===== src/rtl/sprom_pkg.sv =====
package sprom_pkg;

    // Command bits as seen on the wire: start bit, then the two read opcode bits.
    localparam logic [2:0] READ_CMD = 3'b110;

    typedef enum logic [2:0] {
        PH_IDLE,
        PH_SEL,
        PH_CMD,
        PH_ADDR,
        PH_DATA,
        PH_REST
    } phase_e;

    typedef struct packed {
        logic cs;
        logic sk;
        logic di;
    } pins_t;

    // Phases in which the serial clock toggles.
    function automatic logic phase_clocked(input phase_e p);
        return (p == PH_SEL) || (p == PH_CMD) || (p == PH_ADDR) || (p == PH_DATA);
    endfunction

    // Phases in which chip select is held high.
    function automatic logic phase_selected(input phase_e p);
        return (p != PH_IDLE) && (p != PH_REST);
    endfunction

endpackage


===== src/rtl/sprom_halfper.sv =====
module sprom_halfper #(
    parameter int DIV_W = 8
) (
    input  logic             clk,
    input  logic             rst,
    input  logic             load,
    input  logic [DIV_W-1:0] div_in,
    input  logic             run,
    output logic             tick
);
    logic [DIV_W-1:0] div_q;
    logic [DIV_W-1:0] cnt;
    logic [DIV_W-1:0] last;

    // A zero divider behaves as one cycle per half period.
    assign last = (div_q == '0) ? '0 : div_q - DIV_W'(1);
    assign tick = run && (cnt == last);

    always_ff @(posedge clk) begin
        if (rst) begin
            div_q <= '0;
            cnt   <= '0;
        end else if (load) begin
            div_q <= div_in;
            cnt   <= '0;
        end else if (run) begin
            if (tick) cnt <= '0;
            else      cnt <= cnt + DIV_W'(1);
        end
    end
endmodule


===== src/rtl/sprom_width_track.sv =====
module sprom_width_track #(
    parameter int MAX_AW = 8,
    parameter int AW_W   = 4
) (
    input  logic            clk,
    input  logic            rst,
    input  logic            fix_en,
    input  logic [AW_W-1:0] fix_val,
    input  logic            fail,
    output logic [AW_W-1:0] width,
    output logic            known,
    output logic            err
);
    assign known = (width != '0);

    always_ff @(posedge clk) begin
        if (rst) begin
            width <= '0;
            err   <= 1'b0;
        end else if (!known) begin
            if (fix_en) begin
                width <= fix_val;
            end else if (fail) begin
                width <= AW_W'(MAX_AW);
                err   <= 1'b1;
            end
        end
    end
endmodule


===== src/rtl/sprom_seq.sv =====
module sprom_seq
    import sprom_pkg::*;
#(
    parameter int MAX_AW = 8,
    parameter int DATA_W = 16,
    parameter int AW_W   = 4
) (
    input  logic              clk,
    input  logic              rst,
    input  logic              req,
    input  logic [MAX_AW-1:0] addr,
    input  logic              tick,
    input  logic              known,
    input  logic [AW_W-1:0]   width,
    input  logic              ee_do,
    output logic              start,
    output logic              busy,
    output pins_t             pins,
    output logic              fix_en,
    output logic [AW_W-1:0]   fix_val,
    output logic              fail,
    output logic              valid,
    output logic [DATA_W-1:0] data
);
    localparam int SPAN   = (DATA_W > MAX_AW) ? DATA_W : MAX_AW;
    localparam int IDX_W  = $clog2(SPAN);
    localparam int AIDX_W = (MAX_AW > 1) ? $clog2(MAX_AW) : 1;

    phase_e             phase;
    logic               hi;
    logic [IDX_W-1:0]   idx;
    logic [MAX_AW-1:0]  addr_q;
    logic [DATA_W-1:0]  shreg;
    logic               end_hi;
    logic               learn_hit;

    assign start     = (phase == PH_IDLE) && req;
    assign busy      = (phase != PH_IDLE);
    assign end_hi    = tick && hi;
    assign learn_hit = (phase == PH_ADDR) && end_hi && !known && !ee_do;

    assign fix_en  = learn_hit;
    assign fix_val = AW_W'(MAX_AW) - AW_W'(idx);
    assign fail    = (phase == PH_ADDR) && end_hi && !known && ee_do && (idx == '0);

    always_comb begin
        pins.cs = phase_selected(phase);
        pins.sk = phase_clocked(phase) && hi;
        pins.di = 1'b0;
        case (phase)
            PH_CMD:  pins.di = READ_CMD[idx[1:0]];
            PH_ADDR: pins.di = addr_q[idx[AIDX_W-1:0]];
            default: pins.di = 1'b0;
        endcase
    end

    always_ff @(posedge clk) begin
        if (rst) begin
            phase  <= PH_IDLE;
            hi     <= 1'b0;
            idx    <= '0;
            addr_q <= '0;
            shreg  <= '0;
            valid  <= 1'b0;
            data   <= '0;
        end else begin
            valid <= 1'b0;
            case (phase)
                PH_IDLE: begin
                    hi <= 1'b0;
                    if (req) begin
                        addr_q <= addr;
                        phase  <= PH_SEL;
                    end
                end
                PH_SEL: begin
                    if (tick) begin
                        hi <= !hi;
                        if (hi) begin
                            phase <= PH_CMD;
                            idx   <= IDX_W'(2);
                        end
                    end
                end
                PH_CMD: begin
                    if (tick) begin
                        hi <= !hi;
                        if (hi) begin
                            if (idx == '0) begin
                                phase <= PH_ADDR;
                                idx   <= known ? (IDX_W'(width) - IDX_W'(1))
                                               : IDX_W'(MAX_AW - 1);
                            end else begin
                                idx <= idx - IDX_W'(1);
                            end
                        end
                    end
                end
                PH_ADDR: begin
                    if (tick) begin
                        hi <= !hi;
                        if (hi) begin
                            if (learn_hit || (idx == '0)) begin
                                phase <= PH_DATA;
                                idx   <= IDX_W'(DATA_W - 1);
                            end else begin
                                idx <= idx - IDX_W'(1);
                            end
                        end
                    end
                end
                PH_DATA: begin
                    if (tick) begin
                        hi <= !hi;
                        if (hi) begin
                            shreg <= {shreg[DATA_W-2:0], ee_do};
                            if (idx == '0) phase <= PH_REST;
                            else           idx   <= idx - IDX_W'(1);
                        end
                    end
                end
                PH_REST: begin
                    hi <= 1'b0;
                    if (tick) begin
                        phase <= PH_IDLE;
                        valid <= 1'b1;
                        data  <= shreg;
                    end
                end
                default: phase <= PH_IDLE;
            endcase
        end
    end
endmodule


===== src/rtl/sprom_word_reader.sv =====
module sprom_word_reader
    import sprom_pkg::*;
#(
    parameter int MAX_AW = 8,
    parameter int DATA_W = 16,
    parameter int DIV_W  = 8,
    localparam int AW_W  = $clog2(MAX_AW + 1)
) (
    input  logic              clk,
    input  logic              rst,
    input  logic [DIV_W-1:0]  div_cnt,
    input  logic              rd_req,
    input  logic [MAX_AW-1:0] rd_addr,
    output logic              busy,
    output logic              rd_valid,
    output logic [DATA_W-1:0] rd_data,
    output logic [AW_W-1:0]   addr_width,
    output logic              aw_err,
    output logic              ee_cs,
    output logic              ee_sk,
    output logic              ee_di,
    input  logic              ee_do
);
    logic            start;
    logic            tick;
    logic            known;
    logic            fix_en;
    logic            fail;
    logic [AW_W-1:0] fix_val;
    pins_t           pins;

    sprom_halfper #(.DIV_W(DIV_W)) u_half (
        .clk    (clk),
        .rst    (rst),
        .load   (start),
        .div_in (div_cnt),
        .run    (busy),
        .tick   (tick)
    );

    sprom_width_track #(.MAX_AW(MAX_AW), .AW_W(AW_W)) u_width (
        .clk     (clk),
        .rst     (rst),
        .fix_en  (fix_en),
        .fix_val (fix_val),
        .fail    (fail),
        .width   (addr_width),
        .known   (known),
        .err     (aw_err)
    );

    sprom_seq #(.MAX_AW(MAX_AW), .DATA_W(DATA_W), .AW_W(AW_W)) u_seq (
        .clk     (clk),
        .rst     (rst),
        .req     (rd_req),
        .addr    (rd_addr),
        .tick    (tick),
        .known   (known),
        .width   (addr_width),
        .ee_do   (ee_do),
        .start   (start),
        .busy    (busy),
        .pins    (pins),
        .fix_en  (fix_en),
        .fix_val (fix_val),
        .fail    (fail),
        .valid   (rd_valid),
        .data    (rd_data)
    );

    assign ee_cs = pins.cs;
    assign ee_sk = pins.sk;
    assign ee_di = pins.di;
endmodule


===== config.mk =====
export PLATFORM = sky130hd
export DESIGN_NAME = sprom_word_reader
export DESIGN_NICKNAME = d
export VERILOG_FILES = /design/src/rtl/sprom_pkg.sv /design/src/rtl/sprom_halfper.sv /design/src/rtl/sprom_width_track.sv /design/src/rtl/sprom_seq.sv /design/src/rtl/sprom_word_reader.sv
export SDC_FILE = /design/constraint.sdc
export NUM_CORES = 1
export LEC_CHECK = 0
export ABC_AREA = 1
export BUFFER_PORTS_ARGS = -buffer_cell sky130_fd_sc_hd__buf_2
export CORE_AREA = 2 2 86 88
export DETAILED_ROUTE_END_ITERATION = 12
export DIE_AREA = 0 0 88 90
export GPL_ROUTABILITY_DRIVEN = 0
export PLACE_DENSITY = 0.69
export SETUP_SLACK_MARGIN = 0.5
export SYNTH_ARGS = -nofsm -noshare
export SYNTH_HDL_FRONTEND = slang
export SYNTH_SLANG_ARGS = --single-unit

===== constraint.sdc =====
create_clock -name clk -period 3.9 [get_ports clk]
set_input_delay 0.39 -clock clk [delete_from_list [all_inputs] [get_ports clk]]
set_output_delay 0.39 -clock clk [all_outputs]
set_load 0.02 [all_outputs]

Yosys cells after proc, flatten, opt, wreduce, memory -nomap -nowiden:

Cells that the tools add are included.

* eq/ne operators: 22
* magnitude comparators: 2
* reductions and logical operators: 37
* add/subtract/negate cells: 5
* mux-type cells: 39
* bitwise gates (word level): 3

Operators by type and width (number)
* $mux W4: 14
* $mux W3: 13
* $ne A2 B1 Y1 const B: 12
* $pmux W3 S6: 1
* $mux W8: 2
* $pmux W4 S4: 1
* $reduce_and A13 Y1: 1
* $logic_and A1 B1 Y1: 10
* $reduce_and A10 Y1: 1
* $add A8 B1 Y8 const B: 1
* $eq A8 B8 Y1: 1
* $logic_not A8 Y1: 1
* $reduce_and A2 Y1: 4
* $reduce_bool A4 Y1: 2
* $sub A4 B1 Y4 const B: 2
* $sub A8 B1 Y8 const B: 1
* $eq A3 B2 Y1 const B: 2
* $eq A3 B3 Y1 const B: 2
* $ne A2 B2 Y1 const B: 3
* $reduce_and A3 Y1: 2
* $reduce_or A2 Y1: 3
* $logic_not A4 Y1: 1
* $logic_or A1 B1 Y1: 4
* $lt A3 B4 Y1 const B: 1
* other kinds (14): 23

* logic and storage cells: 119
* flip-flop bits (word level): 70
* input bits: 20
* output and inout bits: 26

Longest topological paths before layout:

Gate-level depths: netlist of the first run.

* depth in word-level cells: 13
* mapped depth: 18
* depth with buffers taken out: 18

Hierarchy:

Synthesis of the first run repeated with hierarchy kept, for this count alone.

* cells, all modules: 523
* area total of the unflattened synthesis: 3613.5 um2

By module, submodules not included
* sprom_seq: cells each 328, area each 2279.7 um2, instances 1, seq. area each 980.9 um2
* sprom_halfper: cells each 161, area each 1107.3 um2, instances 1, seq. area each 320.3 um2
* sprom_width_track: cells each 34, area each 226.5 um2, instances 1, seq. area each 100.1 um2

Least setup slack after synthesis of the first run:

No wires, ideal clock.

* path type: reg-to-reg
* start: register u_half.div_q[0]
* end: register u_seq.shreg[10]
* data required time: 3.781 ns
* clock period less this slack: 2.129 ns
* path buffers: 1
* arrival time: 2.010 ns
* slack: 1.771 ns
* cell stages (with the launch flop): 15
* setup time: 0.119 ns
* cell sequence: dfxtp_1 -> inv_1 -> ha_1 -> nand2_2 -> nor2_4 -> nand2_4 -> nand3b_2 -> nand2_1 -> nor2_2 -> nand3_4 -> nor2_8 -> nand3_1 -> clkbuf_1 -> o21ai_0 -> a21oi_1

* cells in the longest elaborated chain, start to end: 5
* elaborated cells between the ends (all ways): 6
* classes of those cells: add/sub: 1; eq/ne: 1; mux: 1; reduce/logical: 3

RTL lines
* start, declared: line sprom_halfper.sv:11 `logic [DIV_W-1:0] div_q;`
* start signal, assigned: line sprom_halfper.sv:24 `div_q <= div_in;`
* $sub A8 B1 Y8 / $logic_not A8 Y1 (equally long branches): line sprom_halfper.sv:16 `assign last = (div_q == '0) ? '0 : div_q - DIV_W'(1);`
* $mux W8 (*): line sprom_halfper.sv:16
* $eq A8 B8 Y1 (*): line sprom_halfper.sv:17 `assign tick = run && (cnt == last);`
* $logic_and A1 B1 Y1 (*): line sprom_halfper.sv:17
* $reduce_and A3 Y1 (no line) (*)
* end signal, assigned: line sprom_seq.sv:116 `shreg <= {shreg[DATA_W-2:0], ee_do};`
* end, declared: line sprom_seq.sv:33 `logic [DATA_W-1:0] shreg;`

Mark *: on every way between the ends. The rest lies on a longest branch, timed or not.
A chain may end at the register's enable or synchronous reset.

Worst setup path after layout of the first run:

* start: register u_seq.phase[1]
* end: output ee_sk

* cells in the longest elaborated chain, start to end: 5
* elaborated cells between the ends (all ways): 8
* classes of those cells: eq/ne: 4; reduce/logical: 4

RTL lines
* start, declared: line sprom_seq.sv:29 `phase_e phase;`
* start signal, assigned: line sprom_seq.sv:59 `phase <= PH_IDLE;`
* start signal, assigned: line sprom_seq.sv:73 `phase <= PH_SEL;`
* start signal, assigned: line sprom_seq.sv:80 `phase <= PH_CMD;`
* $eq A3 B1 Y1 / $eq A3 B2 Y1 (equally long branches): line sprom_pkg.sv:23 `return (p == PH_SEL) || (p == PH_CMD) || (p == PH_ADDR) || (p == PH_DATA);`
* $logic_or A1 B1 Y1 (2 in a row): line sprom_pkg.sv:23
* $logic_or A1 B1 Y1 (*): line sprom_pkg.sv:23
* $logic_and A1 B1 Y1 (*): line sprom_seq.sv:48 `pins.sk = phase_clocked(phase) && hi;`
* end, declared: line sprom_word_reader.sv:20 `output logic ee_sk,`

Marked as above.

==> results of run 1 <==
==> worst max-delay path, stage by stage (launching register included) <==
cell and delay [ns]:
dfxtp_1 0.36, inv_1 0.09, nor3_1 0.46, inv_1 0.19, nand2_1 0.19, nor2_1 0.10, nor2_1 0.12, buf_2 0.18
==> cells in the mapped netlist (all sizes together) (2+ instances only) <==
cell type,number,area [sq um]
ha,4,50.1
clkbuf,11,41.3
o21ai,38,190
a211oi,17,128
a21oi,54,270
nor2,54,239
xor2,7,61.3
nor4,2,12.5
inv,67,251
nand2,81,322
dfxtp,70,1400
nor3,11,77.6
o32ai,2,17.5
nand4,8,56.3
nand3,29,175
buf,5,25.0
==> kinds of logic (layout without fill, tap and decap cells) <==
| family | Yosys count | in the layout |
|---|---|---|
| AO/OA/AOI/OAI | 115 | 115 |
| buffers and inverters | 84 | 133 |
| flip-flops | 70 | 70 |
| adder cells (fa/ha/maj) | 4 | 4 |
| AND/OR/NAND/NOR | 188 | 188 |
| XOR/XNOR | 8 | 8 |
==> per-layer routing <==
| layer | wire length, um | vias up | part of all wire (%) |
|---|---|---|---|
| li1 | - | 1648 | - |
| met1 | 3600 | 1455 | 47 |
| met2 | 3610 | 48 | 48 |
| met3 | 281 | 12 | 3.7 |
| met4 | 102 | 0 | 1.3 |
| met5 | 0 | - | 0 |
==> how the worst min path moves through the flow <==
stage,endpoint,depth (start not counted),startpoint
floorplan,u_seq.addr_q[2]$_SDFFE_PP0P_,2,u_seq.addr_q[2]$_SDFFE_PP0P_
global placement,u_seq.addr_q[1]$_SDFFE_PP0P_,2,u_seq.addr_q[1]$_SDFFE_PP0P_
detailed placement,u_width.err$_SDFFE_PP0P_,2,u_width.err$_SDFFE_PP0P_
CTS,u_seq.addr_q[7]$_SDFFE_PP0P_,3,rd_addr[7]
global route,u_seq.addr_q[4]$_SDFFE_PP0P_,3,rd_addr[4]
finish,u_seq.addr_q[7]$_SDFFE_PP0P_,3,rd_addr[7]
==> area by class of cell <==
class	instances	area share, %
inverter	68	6.57
clock buffer	9	3.19
sequential	70	36.0
tap	99	3.19
multi-input combinational	315	43.0
timing repair buffer	49	6.57
clock inverter	7	1.48
==> power by group through the flow <==
stage          combinational (mW)  sequential, mW  clock (mW)
6_report                    0.840           0.826       0.547
2_1_floorplan               0.685           0.830           0
3_3_place_gp                0.819           0.841           0
3_5_place_dp                0.835           0.842           0
5_1_grt                     0.960           0.833       0.590
4_1_cts                     0.839           0.825       0.562
==> state kept, by name, indices dropped and copies added (netlist names) <==
name	cells
u_seq.addr_q	8
u_seq.data	16
u_seq.idx	4
u_width.width	4
u_seq.hi	1
u_half.div_q	8
u_half.cnt	8
u_seq.valid	1
u_width.err	1
u_seq.shreg	16
u_seq.phase	3
==> metrics by stage <==
stage / hold slack (ns) / utilization, % / setup WS (ns)
2_1_floorplan: 0.430 / - / 1.77
3_5_place_dp: 0.447 / 52.8 / 1.52
3_3_place_gp: 0.446 / 52.8 / 1.58
6_report: 0.311 / 55.4 / 1.49
4_1_cts: 0.302 / 55.4 / 1.46
5_1_grt: 0.304 / 55.4 / 1.23
==> key figures, run 1 <==
Status
  – Run status: finished clean

Cells and area
  – Layout Nets: between 500 and 600
  – Seq. cell area: 0.00140 sq mm
  – Ant. Diodes: 0
  – Leading cell type in the layout, fill and taps excluded: nand2_1
  – Post-route insts no fill: 617
  – Most frequent cells in the layout: nand2_1 (76), dfxtp_1 (70), inv_1 (62), a21oi_1 (54), nor2_1 (47)
  – Post-route cell area: between 0.003 and 0.004 sq mm
  – Area grow syn2layout: 14.6%
  – Multi-input logic area: approximately 0.0017 sq mm
  – Fill count: approximately 700
  – Layout cells sized above 1: 17.6%

Global routing
  – GR Util met2: about a third
  – Vias in the first global route: roughly 3,000
  – First-pass GRT wire length: about 13,000 um
  – Met1 Usage GRT: roughly 27%
  – Remaining global-route overflow: 0
  – Grt peak-use layer: met2
  – Largest net degree at the start of global routing: 33
  – Met3 usage: slightly above 5%
  – GR Util All Layers: about a fifth
  – Initial antenna violation count: 0

STA
  – Setup TNS Final: 0 ns
  – Hold Fails Final Rpt: 0
  – Setup violations, final: 0
  – Max-slew violation count: 0
  – Slew Limit Headroom: ~57%
  – Max Clk Rate: 0.414 GHz
  – RSZ-0062 raised after global routing: false
  – Clock skew: roughly 0.0077 ns
  – Worst Tran Pin Value: roughly 0.64 ns
  – Tmin final: between 2 and 2.5 ns
  – Tcrit/Tclk final: between 60% and 70%

Critical path
  – Kind of critical path: flop to primary output
  – CP Capture Type: primary output
  – Worst r2r src: u_half.div_q[0]$_SDFFE_PP0P_
  – Worst-path maximum fanout: 5
  – Start point of the critical path: u_seq.phase[1]$_SDFFE_PP0P_
  – Worst r2r path cells: 14
  – CP required: 3.51 ns
  – CP arrival: 2.02 ns
  – Worst r2r dst: u_seq.shreg[12]$_SDFFE_PP0P_
  – Flop2flop setup slack: 1.50 ns
  – Critical Path Source Type: flop
  – Crit path capture: ee_sk

Detailed routing
  – Routed WL: roughly 7600 um
  – Vias after detailed routing: 3,163
  – Antenna Nets Post-Route: 0
  – Drc violations: 0
  – WL per Instance: around 12 um
  – Initial detailed-routing violation count: 138
  – Pre-Repair DR Iteration Count: 4
  – Via/cell ratio: just over 5

Synth
  – Area share of fa/ha/maj cells after synthesis: under 10%
  – Compound-cell area share of the yosys netlist: between 10% and 20%
  – Async set-reset flop share out of synthesis: 0%
  – Number of flops mapped to enable cells by yosys: 0
  – Synth Area in Simple Gates: a little over a quarter
  – Main combinational cell family by area after synthesis: simple AND/OR/NAND/NOR gates
  – Synthesized Nets: 493
  – Commonest register cell after synthesis: dfxtp_1
  – Gate Count Post-Synth: ~470
  – Synth Area in XOR/XNOR: approximately 2.1%
  – Warnings from Yosys: 0
  – Synth cell types: 36
  – Mapped Area: 0.00339 sq mm
  – Mean area per synthesized cell: 7.24 sq um
  – Flop and latch count out of synthesis: 70
  – Post-synthesis mux area share: 0%
  – Sequential share of the synthesized area: approximately two fifths

Pwr
  – Comb power frac: a little under two fifths
  – NetSw: ~920 uW
  – P per Cell Area: between 500 and 600 mW/mm^2
  – Switching share of power: approximately two fifths
  – Int Pwr: 1.29 mW
  – Leak pwr: 1.68 nW
  – Worst VDD drop: 203 uV
  – Share of power burned in registers: a little under two fifths
  – Clock share of power: between 20% and 30%
  – Pwr Total: ~2.2 mW

Place
  – Placed Cells: between 600 and 700
  – Area after DPL: between 0.003 and 0.004 sq mm
  – PortBufs: 45
  – HPWL after DPL: roughly 5400 um

Floorplan
  – Die width: roughly 88 um
  – Die footprint: between 0.007 and 0.008 sq mm
  – # rows: 31
  – Initial core utilization: roughly half
  – Ports: 46
  – Die H: ~90 um
  – Core outline area: about 0.007 sq mm

Clock network
  – Setup Buffers After CTS: 0
  – Htree depth: 3
  – Post-cts repair resize count: 0
  – TritonCTS buffer count: 9
  – Clock sink total: 70
  – Clk root buf: clkbuf_8
  – # hold bufs at CTS: 0
  – Worst skew pair latency: ~0.34 ns
  – Clock slew at reported path FFs: 0.08 ns
  – CTS tree: yes
  – Max Root-Sink Buffers: 2

Hold path
  – Hold Crit Class: input port to flop

Run
  – Max Cap Viol: 0
(Power assumes the default switching activity.)
==> run 2: changes to the inputs <==
Settings changed: ABC_AREA 1 to 0, CORE_AREA 2 2 86 88 to 2 2 89 91, DIE_AREA 0 0 88 90 to 0 0 91 93.
Clock period 3.9 ns to 2.47 ns, I/O delays scaled along.
==> run 2 against run 1 <==
Final cell count increased by 3.6%. Critical path depth increased by 4. Largest cell class unchanged. Routed wire length increased by 36%. Clock-buffer cell count increased by 1. Flip-flop and latch count unchanged. Via count increased by 14%. The flow now finishes with violations (negative setup slack). Clock skew increased by 0.0028 ns. Power increased by 27%.
==> key figures, run 2 <==
Status
  – Run status: finished, violations left
  – Failing checks: negative setup slack

Place
  – HPWL after DPL: 6670 um (+23%)
  – Pre-CTS setup slack: -0.329 ns (-1.85 ns)
  – PortBufs: 45 (unchanged)

Critical path
  – CP Capture Type: flop
  – Worst-path maximum fanout: 12 (+7)
  – CP required: 2.70 ns (-0.81 ns)
  – Kind of critical path: flop to flop
  – Worst r2r path cells: 11 (-3)
  – Critical Path Source Type: flop
  – CP arrival: 2.92 ns (+0.90 ns)

Detailed routing
  – Initial detailed-routing violation count: 362 (+160%)
  – WL per Instance: 16.2 um (+31%)
  – Via/cell ratio: 5.66 (+10%)
  – Drc violations: 0 (unchanged)
  – Antenna Nets Post-Route: 0 (unchanged)
  – Vias after detailed routing: 3,619 (+14%)
  – Pre-Repair DR Iteration Count: 5 (+1)
  – Routed WL: 10,300 um (+36%)

Cells and area
  – Leading cell type in the layout, fill and taps excluded: dfxtp_1
  – Most frequent cells in the layout: dfxtp_1 (64), buf_4 (59), nor2_1 (51), nand2_1 (48), buf_2 (44)
  – Area grow syn2layout: 36.2%
  – Top flop regs: u_seq.data: 16 flops, u_seq.shreg: 16 flops
  – Layout Nets: 556 (+3.5%)
  – Post-route core utilization: 66.2% (+11 points)
  – Ant. Diodes: 0 (unchanged)
  – Layout cells sized above 1: 35.8% (+18 points)

Global routing
  – Initial antenna violation count: 0 (unchanged)
  – GR Util All Layers: 23.3% (+2.9 points)
  – Remaining global-route overflow: 0 (unchanged)
  – Vias in the first global route: 3,377 (+14%)
  – Largest net degree at the start of global routing: 30 (-9.1%)
  – First-pass GRT wire length: 16,000 um (+23%)

Pwr
  – Share of power burned in registers: 42.3% (+5.0 points)
  – Worst VDD drop: 356 uV (+76%)
  – Switching share of power: 33.3% (-8.5 points)
  – Int Pwr: 1.87 mW (+45%)
  – P per Cell Area: 563 mW/mm^2 (-1.0%)
  – Comb power frac: 27.5% (-10 points)
  – Leak pwr: 2.11 nW (+25%)
  – NetSw: 936 uW (+1.2%)
  – Pwr Total: 2.81 mW (+27%)
  – Clock share of power: 30.2% (+5.5 points)

STA
  – Clock skew: 0.0105 ns (+0.00280 ns)
  – Worst Tran Pin Value: 0.561 ns (-0.0839 ns)
  – Hold Fails Final Rpt: 0 (unchanged)
  – Setup violations, final: 52 (+52)
  – Worst setup margin: -0.218 ns (-1.70 ns)
  – RSZ-0062 raised after global routing: true
  – Tmin final: 2.69 ns
  – Max Clk Rate: between 0.3 and 0.4 GHz
  – Max-slew violation count: 0 (unchanged)
  – Slew Limit Headroom: 62.5% (+5.5 points)
  – Tcrit/Tclk final: 109%

Floorplan
  – # rows: 32 (+3.2%)
  – Ports: 46 (unchanged)
  – Initial core utilization: 48.6% (+0.29 points)
  – Die width: 91 um (+3.4%)
  – Die footprint: 0.00846 sq mm (+6.9%)
  – Die H: 93 um (+3.3%)
  – Core outline area: 0.00753 sq mm (+7.2%)

Synth
  – Synth area leaders: dfxtp_1 (38%), mux2i_1 (9.8%), nor2_1 (5.3%)
  – Gate Count Post-Synth: 436 (-7.0%)
  – Synth cell types: 62 (+72%)
  – Number of flops mapped to enable cells by yosys: 0 (unchanged)
  – Synthesized Nets: 460 (-6.7%)
  – Area leader, netlist: dfxtp_1
  – Async set-reset flop share out of synthesis: 0% (unchanged)
  – Post-synth top cells: dfxtp_1 (70), nor2_1 (52), nand2_1 (50)
  – Commonest register cell after synthesis: dfxtp_1
  – Yosys top cell area share: 38.3% (-3.0 points)
  – Mean area per synthesized cell: 8.39 sq um (+16%)
  – Cell with the most instances after synthesis: dfxtp_1
  – Warnings from Yosys: 0 (unchanged)
  – Mapped Area: 0.00366 sq mm (+7.9%)
  – Sequential share of the synthesized area: 38.3% (-3.0 points)
  – Flop and latch count out of synthesis: 70 (unchanged)

Clock network
  – # hold bufs at CTS: 0 (unchanged)
  – Clock sink total: 70 (unchanged)
  – Max Root-Sink Buffers: 2 (unchanged)
  – TritonCTS buffer count: 9 (unchanged)
  – Worst skew pair latency: 0.35 ns (about the same)
  – Htree depth: 3 (unchanged)
  – CTS tree: yes
  – Clock slew at reported path FFs: 0.08 ns (about the same)
  – Clk root buf: clkbuf_8

Run
  – Max Cap Viol: 0 (unchanged)

Hold path
  – Hold depth: 3 (unchanged)
  – Hold Crit Class: input port to flop
## run 2: cell types whose count changed after synthesis, sizes merged, moves of 20 or more
cell,delta
o21ai,-28
nand2,-31
a21oi,-20
inv,-53
mux2i,+36
nand3,-23
## run 2: final timing paths
path                                                    from                      endpoint  slack, ns
worst min register to register  u_seq.addr_q[4]$_SDFFE_PP0P_  u_seq.addr_q[4]$_SDFFE_PP0P_       0.46
worst max-delay path            u_half.div_q[1]$_SDFFE_PP0P_   u_seq.phase[1]$_SDFFE_PP0P_      -0.22
worst min-delay path                              div_cnt[0]  u_half.div_q[0]$_SDFFE_PP0P_       0.13
worst max register to register  u_half.div_q[1]$_SDFFE_PP0P_   u_seq.phase[1]$_SDFFE_PP0P_      -0.22
## run 2: worst max-delay path, cell delays in order (launching register included)
cell	delay, ns
dfxtp_2	0.35
inv_2	0.07
ha_4	0.17
nor4b_1	0.38
nor3_1	0.12
a31oi_1	0.33
nand4_1	0.24
buf_4	0.21
nor3_4	0.24
buf_12	0.17
mux2i_1	0.21
a221oi_2	0.08
## run 2: layer usage
layer | global-route usage, % | share of wire, % | vias to the layer above
li1 | - | - | 1749
met1 | 29.9 | 43 | 1719
met2 | 39.4 | 48 | 129
met3 | 5.08 | 6.6 | 22
met4 | 7.07 | 2.1 | 0
met5 | 0 | 0 | -
## run 2: kinds of logic after synthesis
group	count (synthesis)	share of synthesized area [%]
buffers and inverters	46	5.78
adder cells (fa/ha/maj)	4	1.37
AND/OR/NAND/NOR	176	24.1
multiplexers	38	11.1
AO/OA/AOI/OAI	90	16.5
flip-flops	70	38.3
XOR/XNOR	12	2.87
## run 2: power by group through the flow
stage | clock network [mW] | logic (mW) | registers, mW
3_5_place_dp | 0 | 0.617 | 1.21
2_1_floorplan | 0 | 0.373 | 1.20
3_3_place_gp | 0 | 0.607 | 1.21
6_report | 0.849 | 0.773 | 1.19
5_1_grt | 0.914 | 0.827 | 1.19
4_1_cts | 0.866 | 0.695 | 1.18
## run 2: final cells by class
class,count,area [sq um]
timing repair buffer,117,875
inverter,14,52.6
fill,625,2540
clock buffer,10,128
tap,102,128
sequential,70,1410
clock inverter,6,46.3
multi-input combinational,320,2340
## run 2: stage by stage
stage / hold slack, ns / cells / cell area [sq um] / setup TNS, ns
floorplan: 0.383 / 436 / 3720 / -4.72
global placement: 0.440 / 610 / 4370 / -9.03
detailed placement: 0.447 / 610 / 4370 / -10.77
CTS: 0.113 / 632 / 4770 / -5.19
global route: 0.140 / 639 / 4990 / -15.63
finish: 0.127 / 639 / 4990 / -8.10
## run 2: what timing repair did
item / 4_1_cts / 5_1_grt
setup endpoints to repair: 55 / 55
gates cloned: 0 / 2
pin swaps: 9 / 12
gates resized for setup: 35 / 29
setup buffers: 6 / 5
